`src/rtl/lbist_pkg.sv`:
```
package lbist_pkg;
   typedef enum logic [1:0] {
      ST_IDLE  = 2'd0,
      ST_RUN   = 2'd1,
      ST_CHECK = 2'd2,
      ST_DONE  = 2'd3
   } lbist_state_e;
endpackage

```
`src/rtl/lbist_lfsr.sv`:
```
module lbist_lfsr #(
   parameter int W          = 8,
   parameter bit SEED_GUARD = 1'b1
) (
   input  logic         clk,
   input  logic         rst_n,
   input  logic         load,
   input  logic [W-1:0] seed,
   input  logic [W-1:0] taps,
   input  logic         advance,
   output logic [W-1:0] state
);
   localparam logic [W-1:0] ONE = {{(W-1){1'b0}}, 1'b1};

   logic [W-1:0] state_q;
   logic [W-1:0] seed_eff;
   logic         fb;

   generate
      if (SEED_GUARD) begin : g_guard
         assign seed_eff = (seed == '0) ? ONE : seed;
      end else begin : g_raw
         assign seed_eff = seed;
      end
   endgenerate

   assign fb = ^(state_q & taps);

   always_ff @(posedge clk or negedge rst_n) begin
      if (!rst_n)       state_q <= ONE;
      else if (load)    state_q <= seed_eff;
      else if (advance) state_q <= {state_q[W-2:0], fb};
   end

   assign state = state_q;

   generate
      if (SEED_GUARD) begin : g_nz_chk
         assert_state_nonzero_R2: assert property (@(posedge clk) disable iff (!rst_n)
            state_q != '0);
      end
   endgenerate

   assert_shift_dir_R3: assert property (@(posedge clk) disable iff (!rst_n)
      (advance && !load) |=> state_q[W-1:1] == $past(state_q[W-2:0]));

   assert_hold_R7: assert property (@(posedge clk) disable iff (!rst_n)
      (!advance && !load) |=> $stable(state_q));
endmodule

```
`src/rtl/lbist_misr.sv`:
```
module lbist_misr #(
   parameter int           W    = 8,
   parameter logic [W-1:0] POLY = 8'h1D
) (
   input  logic         clk,
   input  logic         rst_n,
   input  logic         clear,
   input  logic         capture,
   input  logic [W-1:0] resp,
   output logic [W-1:0] sig
);
   logic [W-1:0] sig_q;
   logic [W-1:0] nxt;

   generate
      for (genvar i = 0; i < W; i++) begin : g_stage
         if (i == 0) begin : g_head
            assign nxt[i] = sig_q[W-1] ^ resp[i];
         end else if (POLY[i]) begin : g_tap
            assign nxt[i] = sig_q[i-1] ^ resp[i] ^ sig_q[W-1];
         end else begin : g_plain
            assign nxt[i] = sig_q[i-1] ^ resp[i];
         end
      end
   endgenerate

   always_ff @(posedge clk or negedge rst_n) begin
      if (!rst_n)       sig_q <= '0;
      else if (clear)   sig_q <= '0;
      else if (capture) sig_q <= nxt;
   end

   assign sig = sig_q;

   assert_clear_R4: assert property (@(posedge clk) disable iff (!rst_n)
      clear |=> sig_q == '0);

   assert_idle_stable_R4: assert property (@(posedge clk) disable iff (!rst_n)
      (!clear && !capture) |=> $stable(sig_q));
endmodule

```
`src/rtl/lbist_ctrl.sv`:
```
module lbist_ctrl
   import lbist_pkg::*;
#(
   parameter int PW = 8,
   parameter int RW = 8,
   parameter int CW = 10
) (
   input  logic          clk,
   input  logic          rst_n,
   input  logic          start,
   input  logic [PW-1:0] cfg_taps,
   input  logic [CW-1:0] cfg_len,
   input  logic [RW-1:0] cfg_golden,
   input  logic [RW-1:0] signature,
   output logic [PW-1:0] taps_q,
   output logic          load,
   output logic          step,
   output logic          busy,
   output logic          done,
   output logic          pass,
   output logic          fail
);
   lbist_state_e  state_q;
   logic [CW-1:0] cnt_q;
   logic [CW-1:0] len_q;
   logic [RW-1:0] gold_q;
   logic          done_q, pass_q, fail_q;

   assign load = start && (state_q == ST_IDLE || state_q == ST_DONE);
   assign step = (state_q == ST_RUN) && (cnt_q != len_q);
   assign busy = (state_q == ST_RUN) || (state_q == ST_CHECK);

   always_ff @(posedge clk or negedge rst_n) begin
      if (!rst_n) begin
         state_q <= ST_IDLE;
         cnt_q   <= '0;
         len_q   <= '0;
         gold_q  <= '0;
         taps_q  <= '0;
         done_q  <= 1'b0;
         pass_q  <= 1'b0;
         fail_q  <= 1'b0;
      end else begin
         case (state_q)
            ST_IDLE, ST_DONE: begin
               if (start) begin
                  state_q <= ST_RUN;
                  cnt_q   <= '0;
                  len_q   <= cfg_len;
                  gold_q  <= cfg_golden;
                  taps_q  <= cfg_taps;
                  done_q  <= 1'b0;
                  pass_q  <= 1'b0;
                  fail_q  <= 1'b0;
               end
            end
            ST_RUN: begin
               if (cnt_q == len_q) state_q <= ST_CHECK;
               else                cnt_q   <= cnt_q + CW'(1);
            end
            ST_CHECK: begin
               pass_q  <= (signature == gold_q);
               fail_q  <= (signature != gold_q);
               done_q  <= 1'b1;
               state_q <= ST_DONE;
            end
            default: state_q <= ST_IDLE;
         endcase
      end
   end

   assign done = done_q;
   assign pass = pass_q;
   assign fail = fail_q;

   assert_verdict_excl_R6: assert property (@(posedge clk) disable iff (!rst_n)
      done |-> (pass ^ fail));

   assert_done_hold_R7: assert property (@(posedge clk) disable iff (!rst_n)
      (done && !start) |=> (done && $stable({pass, fail})));

   assert_count_bound_R5: assert property (@(posedge clk) disable iff (!rst_n)
      (state_q == ST_RUN) |-> (cnt_q <= len_q));

   assert_busy_ignore_R7: assert property (@(posedge clk) disable iff (!rst_n)
      (busy && start) |=> ($stable(len_q) && $stable(gold_q) && $stable(taps_q)));
endmodule

```
`src/rtl/lbist_engine.sv`:
```
module lbist_engine #(
   parameter int               PAT_W      = 8,
   parameter int               RSP_W      = 8,
   parameter int               CNT_W      = 10,
   parameter logic [RSP_W-1:0] MISR_POLY  = 8'h1D,
   parameter bit               SEED_GUARD = 1'b1
) (
   input  logic             clk,
   input  logic             rst_n,
   input  logic             start,
   input  logic [PAT_W-1:0] cfg_taps,
   input  logic [PAT_W-1:0] cfg_seed,
   input  logic [CNT_W-1:0] cfg_len,
   input  logic [RSP_W-1:0] cfg_golden,
   input  logic [RSP_W-1:0] response,
   output logic [PAT_W-1:0] pattern,
   output logic             busy,
   output logic             done,
   output logic             pass,
   output logic             fail
);
   generate
      if (PAT_W < 2) begin : g_bad_pat
         $error("lbist_engine: PAT_W must be at least 2");
      end
      if (RSP_W < 2) begin : g_bad_rsp
         $error("lbist_engine: RSP_W must be at least 2");
      end
      if (CNT_W < 1) begin : g_bad_cnt
         $error("lbist_engine: CNT_W must be at least 1");
      end
   endgenerate

   logic [PAT_W-1:0] taps_q;
   logic [RSP_W-1:0] signature;
   logic             load, step;

   lbist_ctrl #(.PW(PAT_W), .RW(RSP_W), .CW(CNT_W)) u_ctrl (
      .clk(clk), .rst_n(rst_n), .start(start),
      .cfg_taps(cfg_taps), .cfg_len(cfg_len), .cfg_golden(cfg_golden),
      .signature(signature), .taps_q(taps_q), .load(load), .step(step),
      .busy(busy), .done(done), .pass(pass), .fail(fail)
   );

   lbist_lfsr #(.W(PAT_W), .SEED_GUARD(SEED_GUARD)) u_lfsr (
      .clk(clk), .rst_n(rst_n), .load(load), .seed(cfg_seed),
      .taps(taps_q), .advance(step), .state(pattern)
   );

   lbist_misr #(.W(RSP_W), .POLY(MISR_POLY)) u_misr (
      .clk(clk), .rst_n(rst_n), .clear(load), .capture(step),
      .resp(response), .sig(signature)
   );

   assert_start_seed_R1: assert property (@(posedge clk) disable iff (!rst_n)
      load |=> (cfg_seed == '0 || pattern == $past(cfg_seed)));
endmodule

```
`config.mk`:
```
export PLATFORM = sky130hd
export DESIGN_NAME = lbist_engine
export DESIGN_NICKNAME = d
export VERILOG_FILES = /design/src/rtl/lbist_pkg.sv /design/src/rtl/lbist_lfsr.sv /design/src/rtl/lbist_misr.sv /design/src/rtl/lbist_ctrl.sv /design/src/rtl/lbist_engine.sv
export SDC_FILE = /design/constraint.sdc
export NUM_CORES = 1
export LEC_CHECK = 0
export CORE_ASPECT_RATIO = 1.2
export CORE_MARGIN = 2
export CORE_UTILIZATION = 53
export CTS_BUF_LIST = sky130_fd_sc_hd__clkbuf_4
export CTS_CLUSTER_DIAMETER = 80
export CTS_CLUSTER_SIZE = 8
export DETAILED_ROUTE_END_ITERATION = 12
export PLACE_DENSITY_LB_ADDON = 0.2
export RECOVER_POWER = 50
export SETUP_SLACK_MARGIN = 0.4
export SLEW_MARGIN = 25
export SYNTH_ARGS = -nofsm -noshare
export SYNTH_HDL_FRONTEND = slang
export SYNTH_HIERARCHICAL = 1
export SYNTH_SLANG_ARGS = --single-unit
```
`constraint.sdc`:
```
create_clock -name clk -period 5.3 [get_ports clk]
set_input_delay 1.06 -clock clk [delete_from_list [all_inputs] [get_ports clk]]
set_output_delay 1.06 -clock clk [all_outputs]
set_load 0.03 [all_outputs]
```
; Word level (Yosys, flattened, before mapping)
; Cells that the tools add are included.
[totals]
regBits = 57
input_bits = 45
output_inout_bits = 12
[op_classes]
addsub = 1
eq_ne = 10
mux = 15
bitwise = 12
reduce_logical = 15
[op_table]
columns = op, count
row1 = $mux W8, 5
row2 = $mux W10, 2
row3 = $pmux W10 S2, 1
row4 = $xor A1 B1 Y1, 11
row5 = $add A10 B1 Y10 const B, 1
row6 = $eq A10 B10 Y1, 1
row7 = $ne A10 B10 Y1, 1
row8 = $and A8 B8 Y8, 1
row9 = $eq A8 B8 Y1, 1
row10 = $logic_not A8 Y1, 1
row11 = $ne A8 B8 Y1, 1
row12 = $reduce_xor A8 Y1, 1
row13 = $ne A2 B2 Y1 const B, 3
row14 = $pmux W1 S2, 3
row15 = $pmux W2 S3, 1
row16 = $reduce_and A2 Y1, 3
row17 = $reduce_bool A2 Y1, 3
row18 = $eq A2 B2 Y1 const B, 2
row19 = $mux W2, 2
row20 = $reduce_and A3 Y1, 1
row21 = $eq A2 B1 Y1 const B, 1
row22 = $logic_and A1 B1 Y1, 2
row23 = $logic_not A2 Y1, 1
row24 = $logic_or A1 B1 Y1, 2
row25 = 2 further kinds, 2

; Logic depth before layout (Yosys ltp)
[logic_depth]
ltp_word = 4
mapped_depth = 10

; Cells and area by module
; The synthesis kept the hierarchy.
[modules_own_cells]
columns = mod, instances, cells_each, area_each_um2, seq_area_each_um2
row1 = lbist_ctrl, 1, 187, 2170.8, 1026.0
row2 = lbist_lfsr, 1, 52, 471.7, 201.4
row3 = lbist_misr, 1, 38, 439.2, 200.2

; Least setup slack after synthesis
; No wires, ideal clock.
[synth_path]
kind = input -> register
startpoint = input port start
endpoint = register u_misr.sig_q[2], in the netlist u_misr/sig[2]
setup_ns = 0.137
arrival_ns = 2.349
t_required_ns = 5.163
setup_slack_ns = 2.813
path_stages = 7
n_path_buf = 3
cell_sequence = clkbuf_1 nand2_1 buf_2 inv_1 buf_2 nand3b_1 o221ai_1
[synth_between]
elab_chain_cells = 2
elab_cells_between_ends = 3
classes_between = 1 x mux / 2 x reduce/logical
[synth_lines]
columns = item, line
row1 = "start, declared", lbist_engine.sv:10  ; input logic start,
row2 = $logic_and A1 B1 Y1 *, lbist_ctrl.sv:29  ; assign load = start && (state_q == ST_IDLE || state_q == ST_DONE);
row3 = via load, lbist_engine.sv:36  ; logic load, step;
row4 = $mux W8 / $reduce_bool A2 Y1 (equally long branches), n/a
row5 = "end signal, assigned", lbist_misr.sv:30  ; else if (capture) sig_q <= nxt;
row6 = "end, declared", lbist_misr.sv:12  ; logic [W-1:0] sig_q;
; The timed path passes the listed nets; every way through them passes the cells marked *.
; A chain may end at the register's enable or synchronous reset.

==> run metrics <==
Yosys top cell by area dfrtp_1; H-tree depth 3; hold_sp u_ctrl/taps_q[3]$_DFFE_PN0P_; Max IR drop VDD around 350 uV; largest net degree at the start of global routing 58; Power Total 2.20 mW; Clock Latency Late Sink just under 0.4 ns; met2 GRT Util approximately 34%; Rel. slew slack -101%; final-report max-slew violation count 83; Setup violations, final 0; pwr dens 585 nW/um^2; DRC violations left 0; GR Layer Usage met3 4.03%; Main synth FF type dfrtp_1; initial antenna violation count 0; R2R cell count 5; crit-path cells buf_2 > clkbuf_1; fmax about 290 MHz; Worst-Margin Slew slightly above 3 ns; CTS buffer count 9; period utilisation layout about 65%; crit-path max cell delay around 2.1 ns; R2R Path Start u_ctrl/state_q[1]$_DFFE_PN0P_; commonest non-fill, non-tap cell in the layout dfrtp_1; total nets after synthesis 326; layout cells sized above 1 about 16%; Clk pwr share between 10% and 20%; worst r2r dst u_lfsr/state[0]$_DFFE_PN1P_; Num Clock Sinks 57; vias in the first global route 2255; Max Cap Viol 2; die area 6440 um^2; Synth Warn # 6; Detailed Route WL 6.12 mm; Levels on crit path 2; Post-CTS Resized 0; Synth Cell Area 3080 um^2; CTS tree done; nets about 380; Worst Path Required approximately 5.1 ns; post-CTS setup buffer count 0; FFs w/ async S/R, synth 100%; Sw Pwr roughly 900 uW; post-cts hold buffer count 0; Area Overhead vs Synth 22.0%; delay-heaviest family, CP buffers and inverters; Clock Tree Buf Depth 2; switching share of power 39.8%; clk slew on worst S/H paths about 0.09 ns; Root Driver clkbuf_4; status finished with violations; Post-Synthesis Cells 277; Synth cell types 55; violated checks capacitance limit, slew limit; met1 Use GR ~29%; antenna-violating nets left 0; Rows 30; Setup crit end kind async pin; Hold Path Sink u_ctrl/taps_q[3]$_DFFE_PN0P_; Die X 73.6 um; DRT iter0 DRCs 149; die height between 80 and 90 um; Final Critical Period 3.46 ns; Leakage between 1.5 and 2 nW; post-DP HPWL ~4.3 mm; slowest CP cell clkbuf_1; type of origin of the critical path primary input; cell depth of the worst hold path 1; Reg power frac between 30% and 40%; unrepaired setup endpoints after global routing false; worst hold path class flop to flop; Crit Path Class primary input to async pin; antenna cells 0; I/O Buffers 56; GRT Max-Usage Layer met2; initial cell density of the core between 50% and 60%; most frequent cells in the layout dfrtp_1 (56), clkdlybuf4s50_1 (54), nand2_1 (30), mux2_2 (27), xnor2_1 (26); P_int around 1.3 mW; Yosys reg bits between 50 and 60; CP Buf/Inv Count 2; WP data arrival around 3.3 ns; maximum fanout along the worst path 57; Gate power share 49.7%; Setup TNS Final 0 ns; Synth top area share between 40 and 50%; Mean Syn Cell Area 11.1 um^2; DR vias around 2.2k; first-pass GRT wire length approximately 11 mm; Final GP Congestion 0.824; overall routing resource usage a little over a fifth; Core ar. about 5600 um^2; Seq/Total Area, Yosys between 40% and 50%; FILL cells between 400 and 500; final hold violation count 0; Wirelength per Cell between 15 and 20 um; FF-to-FF setup slack 2.22 ns; DRT Pass-1 Iters 4; Post-synth EDFFs 0; mean number of vias per cell around 5.6; ranking of synthesized cells by area dfrtp_1 (45%), mux2_2 (9.9%), xnor2_1 (7.4%); grt total ovfl 0; I/O pin total 57; Worst Skew a little over 0.009 ns
[Yosys cell counts (all sizes together), types with 2 or more instances]
library cell and instances:
dfrtp 56, nand2 30, mux2 28, xnor2 28, o21ai 13, mux2i 12
nor2 12, buf 9, inv 8, nand3 8, a211oi 6, and3 4
clkbuf 4, ha 4, nand4 4, nor3b 4, xor2 4, a21oi 3
a31oi 3, nand2b 3, a221o 2, a22o 2, nand3b 2, nor2b 2
nor3 2, nor4 2, o211ai 2, o221ai 2, o22ai 2, o311ai 2
[metrics by stage]
step	util [%]	std cells	area, um^2	hold WS, ns	setup slack, ns
2_1_floorplan	-	277	3080	0.479	2.81
3_3_place_gp	64.8	386	3650	0.488	2.50
3_5_place_dp	64.8	386	3650	0.496	2.43
4_1_cts	67.1	402	3780	0.515	2.08
5_1_grt	66.8	402	3760	0.535	1.12
6_report	66.8	402	3760	0.516	1.84
[power groups by stage]
stage	Sequential, mW	Combinational (mW)	Clock (mW)
final	0.802	1.09	0.304
after global placement	0.804	1.06	0
after floorplan	0.826	0.807	0
after CTS	0.803	1.10	0.313
after detailed placement	0.810	1.09	0
after global routing	0.833	1.20	0.337
[state kept, by name, summed over array words and instances, names as in the netlist]
register,flops
u_ctrl/len_q,10
u_ctrl/taps_q,8
u_ctrl/done,1
u_ctrl/gold_q,8
u_misr/sig,8
u_ctrl/pass,1
u_ctrl/fail,1
u_ctrl/cnt_q,10
u_ctrl/state_q,2
u_lfsr/state,8
[metal layers]
layer / part of all wire (%) / routed length, um
met5: 0 / 0
met4: 1.9 / 119
met3: 4.0 / 242
met2: 50 / 3040
met1: 44 / 2720
[worst max path at each step]
stage                                             start                          end
after global placement                            start    u_misr/sig[3]$_DFFE_PN0P_
final                                             rst_n  u_lfsr/state[2]$_DFFE_PN0P_
after CTS                 u_ctrl/state_q[0]$_DFFE_PN0P_                         busy
after global routing                              rst_n  u_lfsr/state[3]$_DFFE_PN0P_
after detailed placement                          start    u_misr/sig[2]$_DFFE_PN0P_
after floorplan                                   start    u_misr/sig[2]$_DFFE_PN0P_
[kinds of logic after synthesis]
kind of cell	synth area share [%]
AOI/OAI and AO/OA	10.4
and+or+nand+nor	13.4
adders and majority gates	1.62
buffers and inverters	3.73
muxes	14.3
xor gates and xnor gates	10.4
DFF	46.3
[cell type report]
| cell class | count | area, um^2 | share of cell area, % |
|---|---|---|---|
| multi-input cells | 199 | 1530 | 40.6 |
| flip-flops and latches | 57 | 1430 | 38.0 |
| repair buffers | 58 | 567 | 15.1 |
| clock buffers | 11 | 82.6 | 2.20 |
| well taps | 64 | 80.1 | 2.13 |
| clock inverters | 5 | 46.3 | 1.23 |
| inverters | 8 | 30.0 | 0.798 |
Power figures use the tool's default switching activity.
